[src/rtl/satb_pkg.sv]
package satb_pkg;
  localparam int ADDR_W     = 16;
  localparam int DATA_W     = 16;
  localparam int IDX_W      = 5;
  localparam int SPRITES    = 64;
  localparam int WORDS_PER  = 4;
  localparam logic [IDX_W-1:0] IDX_TABLE = 5'h13;
  localparam logic [IDX_W-1:0] IDX_CTRL  = 5'h0F;
  localparam int CTRL_IRQ_BIT  = 0;
  localparam int CTRL_AUTO_BIT = 4;

  typedef struct packed {
    logic auto_en;
    logic irq_en;
  } ctrl_t;
endpackage

[src/rtl/satb_regs.sv]
module satb_regs
  import satb_pkg::*;
#(
  parameter int AW = ADDR_W,
  parameter int IW = IDX_W
) (
  input  logic          clk,
  input  logic          rst,
  input  logic          wr,
  input  logic [IW-1:0] idx,
  input  logic [AW-1:0] wdata,
  input  logic          stat_rd,
  input  logic          vblank,
  input  logic          busy,
  input  logic          last_beat,
  output logic          start_o,
  output logic [AW-1:0] base_o,
  output logic          done_o,
  output logic          irq_o
);
  ctrl_t ctrl_q, ctrl_n;
  logic  armed_q;
  logic  done_n;
  logic  tbl_wr, ctl_wr;

  assign tbl_wr  = wr && (idx == IDX_TABLE);
  assign ctl_wr  = wr && (idx == IDX_CTRL);
  assign start_o = vblank && !busy && (armed_q || ctrl_q.auto_en);

  always_comb begin
    ctrl_n = ctrl_q;
    if (ctl_wr) begin
      ctrl_n.auto_en = wdata[CTRL_AUTO_BIT];
      ctrl_n.irq_en  = wdata[CTRL_IRQ_BIT];
    end
    if (last_beat)    done_n = 1'b1;
    else if (stat_rd) done_n = 1'b0;
    else              done_n = done_o;
  end

  always_ff @(posedge clk) begin
    if (rst) begin
      ctrl_q  <= '0;
      armed_q <= 1'b0;
      base_o  <= '0;
      done_o  <= 1'b0;
      irq_o   <= 1'b0;
    end else begin
      ctrl_q <= ctrl_n;
      done_o <= done_n;
      irq_o  <= done_n && ctrl_n.irq_en;
      if (tbl_wr) begin
        base_o  <= wdata;
        armed_q <= 1'b1;
      end else if (start_o) begin
        armed_q <= 1'b0;
      end
    end
  end

  assert_irq_needs_done_R8: assert property (@(posedge clk) disable iff (rst)
    irq_o |-> done_o);
  assert_done_from_last_R7: assert property (@(posedge clk) disable iff (rst)
    $rose(done_o) |-> $past(last_beat));
  assert_arm_consumed_R2: assert property (@(posedge clk) disable iff (rst)
    (start_o && !tbl_wr) |=> !armed_q);
endmodule

[src/rtl/satb_engine.sv]
module satb_engine
  import satb_pkg::*;
#(
  parameter int AW    = ADDR_W,
  parameter int DW    = DATA_W,
  parameter int WORDS = SPRITES * WORDS_PER,
  localparam int TW   = $clog2(WORDS)
) (
  input  logic          clk,
  input  logic          rst,
  input  logic          start,
  input  logic [AW-1:0] base,
  input  logic          gnt,
  input  logic [DW-1:0] rd_data,
  output logic          req_o,
  output logic [AW-1:0] addr_o,
  output logic          last_o,
  output logic          we_o,
  output logic [TW-1:0] waddr_o,
  output logic [DW-1:0] wdata_o
);
  logic [TW-1:0] cnt_q;
  logic          beat;

  assign beat   = req_o && gnt;
  assign last_o = beat && (cnt_q == TW'(WORDS - 1));

  always_ff @(posedge clk) begin
    if (rst) begin
      req_o   <= 1'b0;
      addr_o  <= '0;
      cnt_q   <= '0;
      we_o    <= 1'b0;
      waddr_o <= '0;
      wdata_o <= '0;
    end else begin
      we_o <= beat;
      if (beat) begin
        waddr_o <= cnt_q;
        wdata_o <= rd_data;
      end
      if (start) begin
        req_o  <= 1'b1;
        addr_o <= base;
        cnt_q  <= '0;
      end else if (last_o) begin
        req_o <= 1'b0;
      end else if (beat) begin
        addr_o <= addr_o + 1'b1;
        cnt_q  <= cnt_q + 1'b1;
      end
    end
  end

  assert_addr_hold_R3: assert property (@(posedge clk) disable iff (rst)
    (req_o && !gnt) |=> (req_o && $stable(addr_o)));
  assert_write_after_grant_R4: assert property (@(posedge clk) disable iff (rst)
    we_o |-> $past(req_o && gnt));
  assert_vblank_ignored_R6: assert property (@(posedge clk) disable iff (rst)
    (req_o && !last_o) |=> req_o);
endmodule

[src/rtl/satb_dma.sv]
module satb_dma
  import satb_pkg::*;
#(
  parameter int AW    = ADDR_W,
  parameter int DW    = DATA_W,
  parameter int IW    = IDX_W,
  parameter int WORDS = SPRITES * WORDS_PER,
  localparam int TW   = $clog2(WORDS)
) (
  input  logic          clk,
  input  logic          rst,
  input  logic          reg_wr,
  input  logic [IW-1:0] reg_idx,
  input  logic [AW-1:0] reg_wdata,
  input  logic          stat_rd,
  input  logic          vblank,
  output logic          vram_req,
  output logic [AW-1:0] vram_addr,
  input  logic          vram_gnt,
  input  logic [DW-1:0] vram_rdata,
  output logic          tbl_we,
  output logic [TW-1:0] tbl_addr,
  output logic [DW-1:0] tbl_wdata,
  output logic          done,
  output logic          irq
);
  logic          start;
  logic          last_beat;
  logic [AW-1:0] base;

  satb_regs #(.AW(AW), .IW(IW)) u_regs (
    .clk(clk), .rst(rst), .wr(reg_wr), .idx(reg_idx), .wdata(reg_wdata),
    .stat_rd(stat_rd), .vblank(vblank), .busy(vram_req), .last_beat(last_beat),
    .start_o(start), .base_o(base), .done_o(done), .irq_o(irq)
  );

  satb_engine #(.AW(AW), .DW(DW), .WORDS(WORDS)) u_engine (
    .clk(clk), .rst(rst), .start(start), .base(base), .gnt(vram_gnt),
    .rd_data(vram_rdata), .req_o(vram_req), .addr_o(vram_addr),
    .last_o(last_beat), .we_o(tbl_we), .waddr_o(tbl_addr), .wdata_o(tbl_wdata)
  );
endmodule

[config.mk]
export PLATFORM = sky130hd
export DESIGN_NAME = satb_dma
export DESIGN_NICKNAME = d
export VERILOG_FILES = /design/src/rtl/satb_pkg.sv /design/src/rtl/satb_regs.sv /design/src/rtl/satb_engine.sv /design/src/rtl/satb_dma.sv
export SDC_FILE = /design/constraint.sdc
export NUM_CORES = 1
export LEC_CHECK = 0
export BUFFER_PORTS_ARGS = -buffer_cell sky130_fd_sc_hd__buf_2
export CAP_MARGIN = 20
export CELL_PAD_IN_SITES_DETAIL_PLACEMENT = 1
export CELL_PAD_IN_SITES_GLOBAL_PLACEMENT = 1
export CORE_MARGIN = 1
export CORE_UTILIZATION = 30
export CTS_BUF_LIST = sky130_fd_sc_hd__clkbuf_16
export CTS_CLUSTER_SIZE = 14
export DETAILED_ROUTE_END_ITERATION = 10
export PLACE_DENSITY = 0.77
export SLEW_MARGIN = 20
export SYNTH_ARGS = -nofsm -noshare
export SYNTH_HDL_FRONTEND = slang
export SYNTH_HIERARCHICAL = 1
export SYNTH_SLANG_ARGS = --single-unit
[constraint.sdc]
create_clock -name clk -period 1.9 [get_ports clk]
set_input_delay 0.095 -clock clk [delete_from_list [all_inputs] [get_ports clk]]
set_output_delay 0.095 -clock clk [all_outputs]
set_load 0.01 [all_outputs]
### Word level (Yosys, flattened, before mapping)

Cells that the tools add are included.
Widths: inputs -> output; s select.

| cells by class | value |
|---|---|
| equality and inequality tests | 4 |
| add/subtract/negate cells | 2 |
| muxes and demuxes | 10 |
| reductions and logical operators | 15 |
| bitwise gates (word level) | 1 |

Operators with widths:

| kind | count |
|---|---|
| $mux 16 | 3 |
| $add 16x1->16 const B | 1 |
| $add 8x1->8 const B | 1 |
| $eq 8x8->1 const B | 1 |
| $logic_and 1x1->1 | 7 |
| $mux 1 | 7 |
| $reduce_bool 2->1 | 3 |
| $eq 5x4->1 const B | 1 |
| $eq 5x5->1 const B | 1 |
| $reduce_and 2->1 | 2 |
| $ne 2x2->1 const B | 1 |
| $reduce_or 2->1 | 1 |
| $logic_not 1->1 | 1 |
| $logic_or 1x1->1 | 1 |
| $not 1->1 | 1 |

| word-level totals | value |
|---|---|
| bits in registers | 71 |
| bits of input ports | 43 |
| word-level logic and storage cells | 44 |
| output and inout bits | 44 |

### Logic depth before layout (Yosys ltp)

| logic depth | value |
|---|---|
| word-level depth | 5 |
| gate-level depth with buffers | 7 |
| gate-level depth less buffers | 6 |

### Modules after synthesis

Netlist, hierarchy kept.

By module, submodules not included:

| module | cells an instance | area each (um2) | times used |
|---|---|---|---|
| satb_engine | 274 | 2,224.6 | 1 |
| satb_regs | 96 | 948.4 | 1 |

### Least setup slack after synthesis

No wires, ideal clock.

| timing | value |
|---|---|
| kind | register to register |
| start | register u_engine.cnt_q[0] |
| end | register u_engine.addr_o[11] |
| required time | 1.809 ns |
| arrival time | 1.923 ns |
| clock period less this slack | 2.014 ns |
| path slack | -0.114 ns |
| cell stages (with the launch flop) | 7 |
| library setup time | 0.091 ns |
| cell sequence | dfxtp_1 > ha_1 > and4_1 > buf_6 > a211o_4 > or4_1 > a311oi_1 |

| on the way | value |
|---|---|
| word-level cells in the longest chain between the ends | 4 |

RTL lines:

| item | line | RTL |
|---|---|---|
| start, declared | satb_engine.sv:22 | `logic [TW-1:0] cnt_q;` |
| start signal, assigned | satb_engine.sv:50 | `cnt_q <= cnt_q + 1'b1;` |
| $eq 8x8->1 | satb_engine.sv:26 | `assign last_o = beat && (cnt_q == TW'(WORDS - 1));` |
| $logic_and 1x1->1 | satb_engine.sv:26 |  |
| $ne 2x2->1 (no source line) | - |  |
| $reduce_and 2->1 (no source line) | - |  |
| end signal, assigned | satb_engine.sv:44 | `addr_o <= base;` |
| end signal, assigned | satb_engine.sv:49 | `addr_o <= addr_o + 1'b1;` |
| end, declared | satb_engine.sv:16 | `output logic [AW-1:0] addr_o,` |

No other way between the ends.
A chain may end at the register's enable or synchronous reset.

### Final worst setup path

| timing | value |
|---|---|
| start | register u_engine.cnt_q[1] |
| end | register u_engine.addr_o[14] |

Same word-level chain as after synthesis.

==> impl_metrics.tcl <==
set metrics [dict create \
    synth_edf_count 0 \
    start_kind "flop" \
    syn_area_mm2 0.003173 \
    power.density_mw_per_mm2 820.1 \
    antenna_found_initial 0 \
    synth_nets 415 \
    num-nets-final 523 \
    holdWs_ns 0.01019 \
    cap_violations 0 \
    power.internal_uw 2844 \
    core-area_mm2 0.01028 \
    grt_pass1_wl_um 14430 \
    yosys_warnings 6 \
    dpl.cell_count 592 \
    pwr-share-seq 0.423 \
    area_delta_synth_final_pct 36.67 \
    path_cells "ha_4 -> nand4_1 -> o21ai_2 -> buf_4 -> or4b_2 -> a311oi_2" \
    finalSetupViolCount 0 \
    irDropWorstVdd_uv 586.5 \
    cts.sinks 71 \
    power_frac_comb 0.042 \
    first_iter_violations 84 \
    synth_area_per_cell_um2 8.576 \
    hold_start "vram_rdata[15]" \
    rows 37 \
    finalCritPeriodShare 0.9805 \
    postRouteAntennaNets 0 \
    remaining_drc_errors 0 \
    status "finished clean" \
    place.gp.congestion 0.8043 \
    cts_root_buf "clkbuf_16" \
    drive_gt1_frac 0.3216 \
    grt_pass1_vias 3028 \
    finalCriticalPeriod_ns 1.863 \
    die_width_um 104.8 \
    antenna_cells 0 \
    cts_buffers 9 \
    fin_cells 618 \
    cp_slowest_cell "or4b_2" \
    dieArea_mm2 0.01099 \
    relSlewSlack 0.5068 \
    max_stage_delay_ns 0.65 \
    max_freq_ghz 0.5368 \
    whs_path_depth 3 \
    path_buf_inv 1 \
    ys_seq_elements 71 \
    power_switching_share 0.2002 \
    worstHoldPathType "input port to flop" \
    slew_viol_final 0 \
    crit_fanout 5 \
    clk_pin_slew_ns 0.06 \
    ff2ff_path_depth 6 \
    start_util 0.3087 \
    p_clk_frac 0.535 \
    finalHoldViolCount 0 \
    seq_area_frac_synth 0.4479 \
    cts_tree "built" \
    finalWirelength_um 8757 \
    numPortBuffers 86 \
    worstPathArrival_ns 2.09 \
    end_kind "flop" \
    async_flop_share 0 \
    overflow 0 \
    io_pins 87 \
    num_vias 3028 \
    syn_inst 370 \
    worstHoldEndpoint "u_engine/wdata_o[15]" \
    cts_max_path_buffers 2 \
    via_per_inst 4.900 \
    p_leak_uw 0.001687 \
    critPathKind "flop to flop" \
    switchingPower_uw 712.1 \
    drtPass1Iterations 4 \
    yosysUniqueCellTypes 41 \
    grt_start_max_net_pins 51 \
    skew_ns 0.007843 \
    synthFlopType "dfxtp_1" \
    insertion_delay_ns 0.33 \
    dpl.hpwl_um 6205 \
    r2r_slack_ns 0.04 \
    grt_usage 0.1632 \
    wl_per_cell_um 14.17 \
    worst_slew_pin_slew_ns 0.7398 \
    die_y_um 104.8 \
    h-tree-depth 3 \
    crit_family "simple AND/OR/NAND/NOR gates" \
    reg2reg_to "u_engine/addr_o[14]" \
    cp.required_ns 2.13 \
    r2r_start "u_engine/cnt_q[1]" \
]
[metrics by stage]
| step | util | area (um^2) | setup TNS [ns] | worst slack (ns) | total power [uW] |
|---|---|---|---|---|---|
| finish | 0.4220 | 4337 | 0 | 0.03701 | 3556 |
| global route | 0.4220 | 4337 | -0.06399 | -0.03485 | 3699 |
| CTS | 0.4159 | 4274 | 0 | 0.01948 | 3605 |
| detailed placement | 0.3763 | 3867 | -0.02590 | -0.02590 | 1674 |
| global placement | 0.3763 | 3867 | 0 | 0.006021 | 1668 |
| floorplan | - | 3202 | -0.05524 | -0.05524 | 1603 |
[worst min-delay path: stages]
cell and delay [ns]:
buf_2 0.10, nand2_1 0.05, a21oi_1 0.05
[layout make-up]
type	instances	area, um^2
flip-flops and latches	71	1431
well taps	136	170.2
multi-input cells	264	1639
inverters	9	33.78
clock inverters	6	110.1
fillers	1257	5941
repair buffers	123	726.9
clock buffers	9	225.2
[placed cells by master (no fill, tap or decap), types with 7 or more instances in the layout]
master / synthesis / routed
a211oi_1: 9 / 9
a21oi_1: 33 / 33
a311oi_1: 9 / 7
buf_2: 1 / 86
buf_4: 0 / 30
clkbuf_16: 0 / 9
dfxtp_1: 71 / 65
inv_1: 9 / 9
mux2i_1: 18 / 18
nand2_1: 63 / 63
nand2b_1: 34 / 34
nor2_1: 26 / 26
[how the worst max path moves through the flow]
stage / from / to / cells past startpoint
6_report: u_engine/cnt_q[1] / u_engine/addr_o[14] / 6
5_1_grt: u_engine/cnt_q[1] / u_engine/addr_o[5] / 6
4_1_cts: u_engine/cnt_q[1] / u_engine/addr_o[14] / 6
3_5_place_dp: u_engine/cnt_q[1] / u_engine/addr_o[11] / 5
3_3_place_gp: u_engine/cnt_q[1] / u_engine/addr_o[11] / 5
2_1_floorplan: u_engine/cnt_q[0] / u_engine/addr_o[11] / 6
[power groups by stage]
stage | clock network [uW] | registers (uW) | logic (uW)
2_1_floorplan | 0 | 1540 | 65.3
3_3_place_gp | 0 | 1540 | 133
3_5_place_dp | 0 | 1540 | 138
4_1_cts | 1950 | 1500 | 147
5_1_grt | 2030 | 1500 | 165
6_report | 1900 | 1500 | 148
[flip-flops by register name, summed over array words and instances, names as in the netlist]
name and flops:
u_regs/done_o 1, u_regs/armed_q 1, u_engine/addr_o 16, u_engine/cnt_q 8
u_engine/waddr_o 8, u_regs/ctrl_q 2, u_engine/req_o 1, u_regs/irq_o 1
u_regs/base_o 16, u_engine/we_o 1, u_engine/wdata_o 16
[per-layer routing]
metal / track usage / up-vias / share of wire
li1: - / 1500 / -
met1: 0.1994 / 1439 / 0.46
met2: 0.2744 / 81 / 0.48
met3: 0.05552 / 8 / 0.049
met4: 0.04024 / 0 / 0.010
met5: 0 / - / 0
[cells in the mapped netlist, drive strengths merged, types with 7 or more instances]
master	instances	area share
mux2i	18	0.057
inv	9	0.011
buf	7	0.018
nor2	26	0.031
dfxtp	71	0.45
nand2b	34	0.067
nand3	8	0.014
nand2	63	0.075
a211oi	10	0.025
a21oi	33	0.052
a311oi	9	0.025
clkbuf	19	0.022
[timing repair]
item / 4_1_cts / 5_1_grt
endpoints found under the hold margin: 5 / 1
pin swaps: 2 / 1
buffers inserted: 2 / 2
endpoints found under the setup margin: 2 / 6
resized for setup: 1 / 11
cloned: 0 / 1
hold buffers: 5 / 1
[cells by family (layout without fill, tap and decap cells)]
group | after synthesis | in the layout | share of synthesized area
XOR/XNOR | 8 | 8 | 0.02208
AND/OR/NAND/NOR | 163 | 163 | 0.2595
multiplexers | 18 | 18 | 0.05678
AO/OA/AOI/OAI | 73 | 73 | 0.1546
flip-flops | 71 | 71 | 0.4479
buffers and inverters | 35 | 147 | 0.05126
adder cells (fa/ha/maj) | 2 | 2 | 0.007885
(Power assumes the default switching activity.)
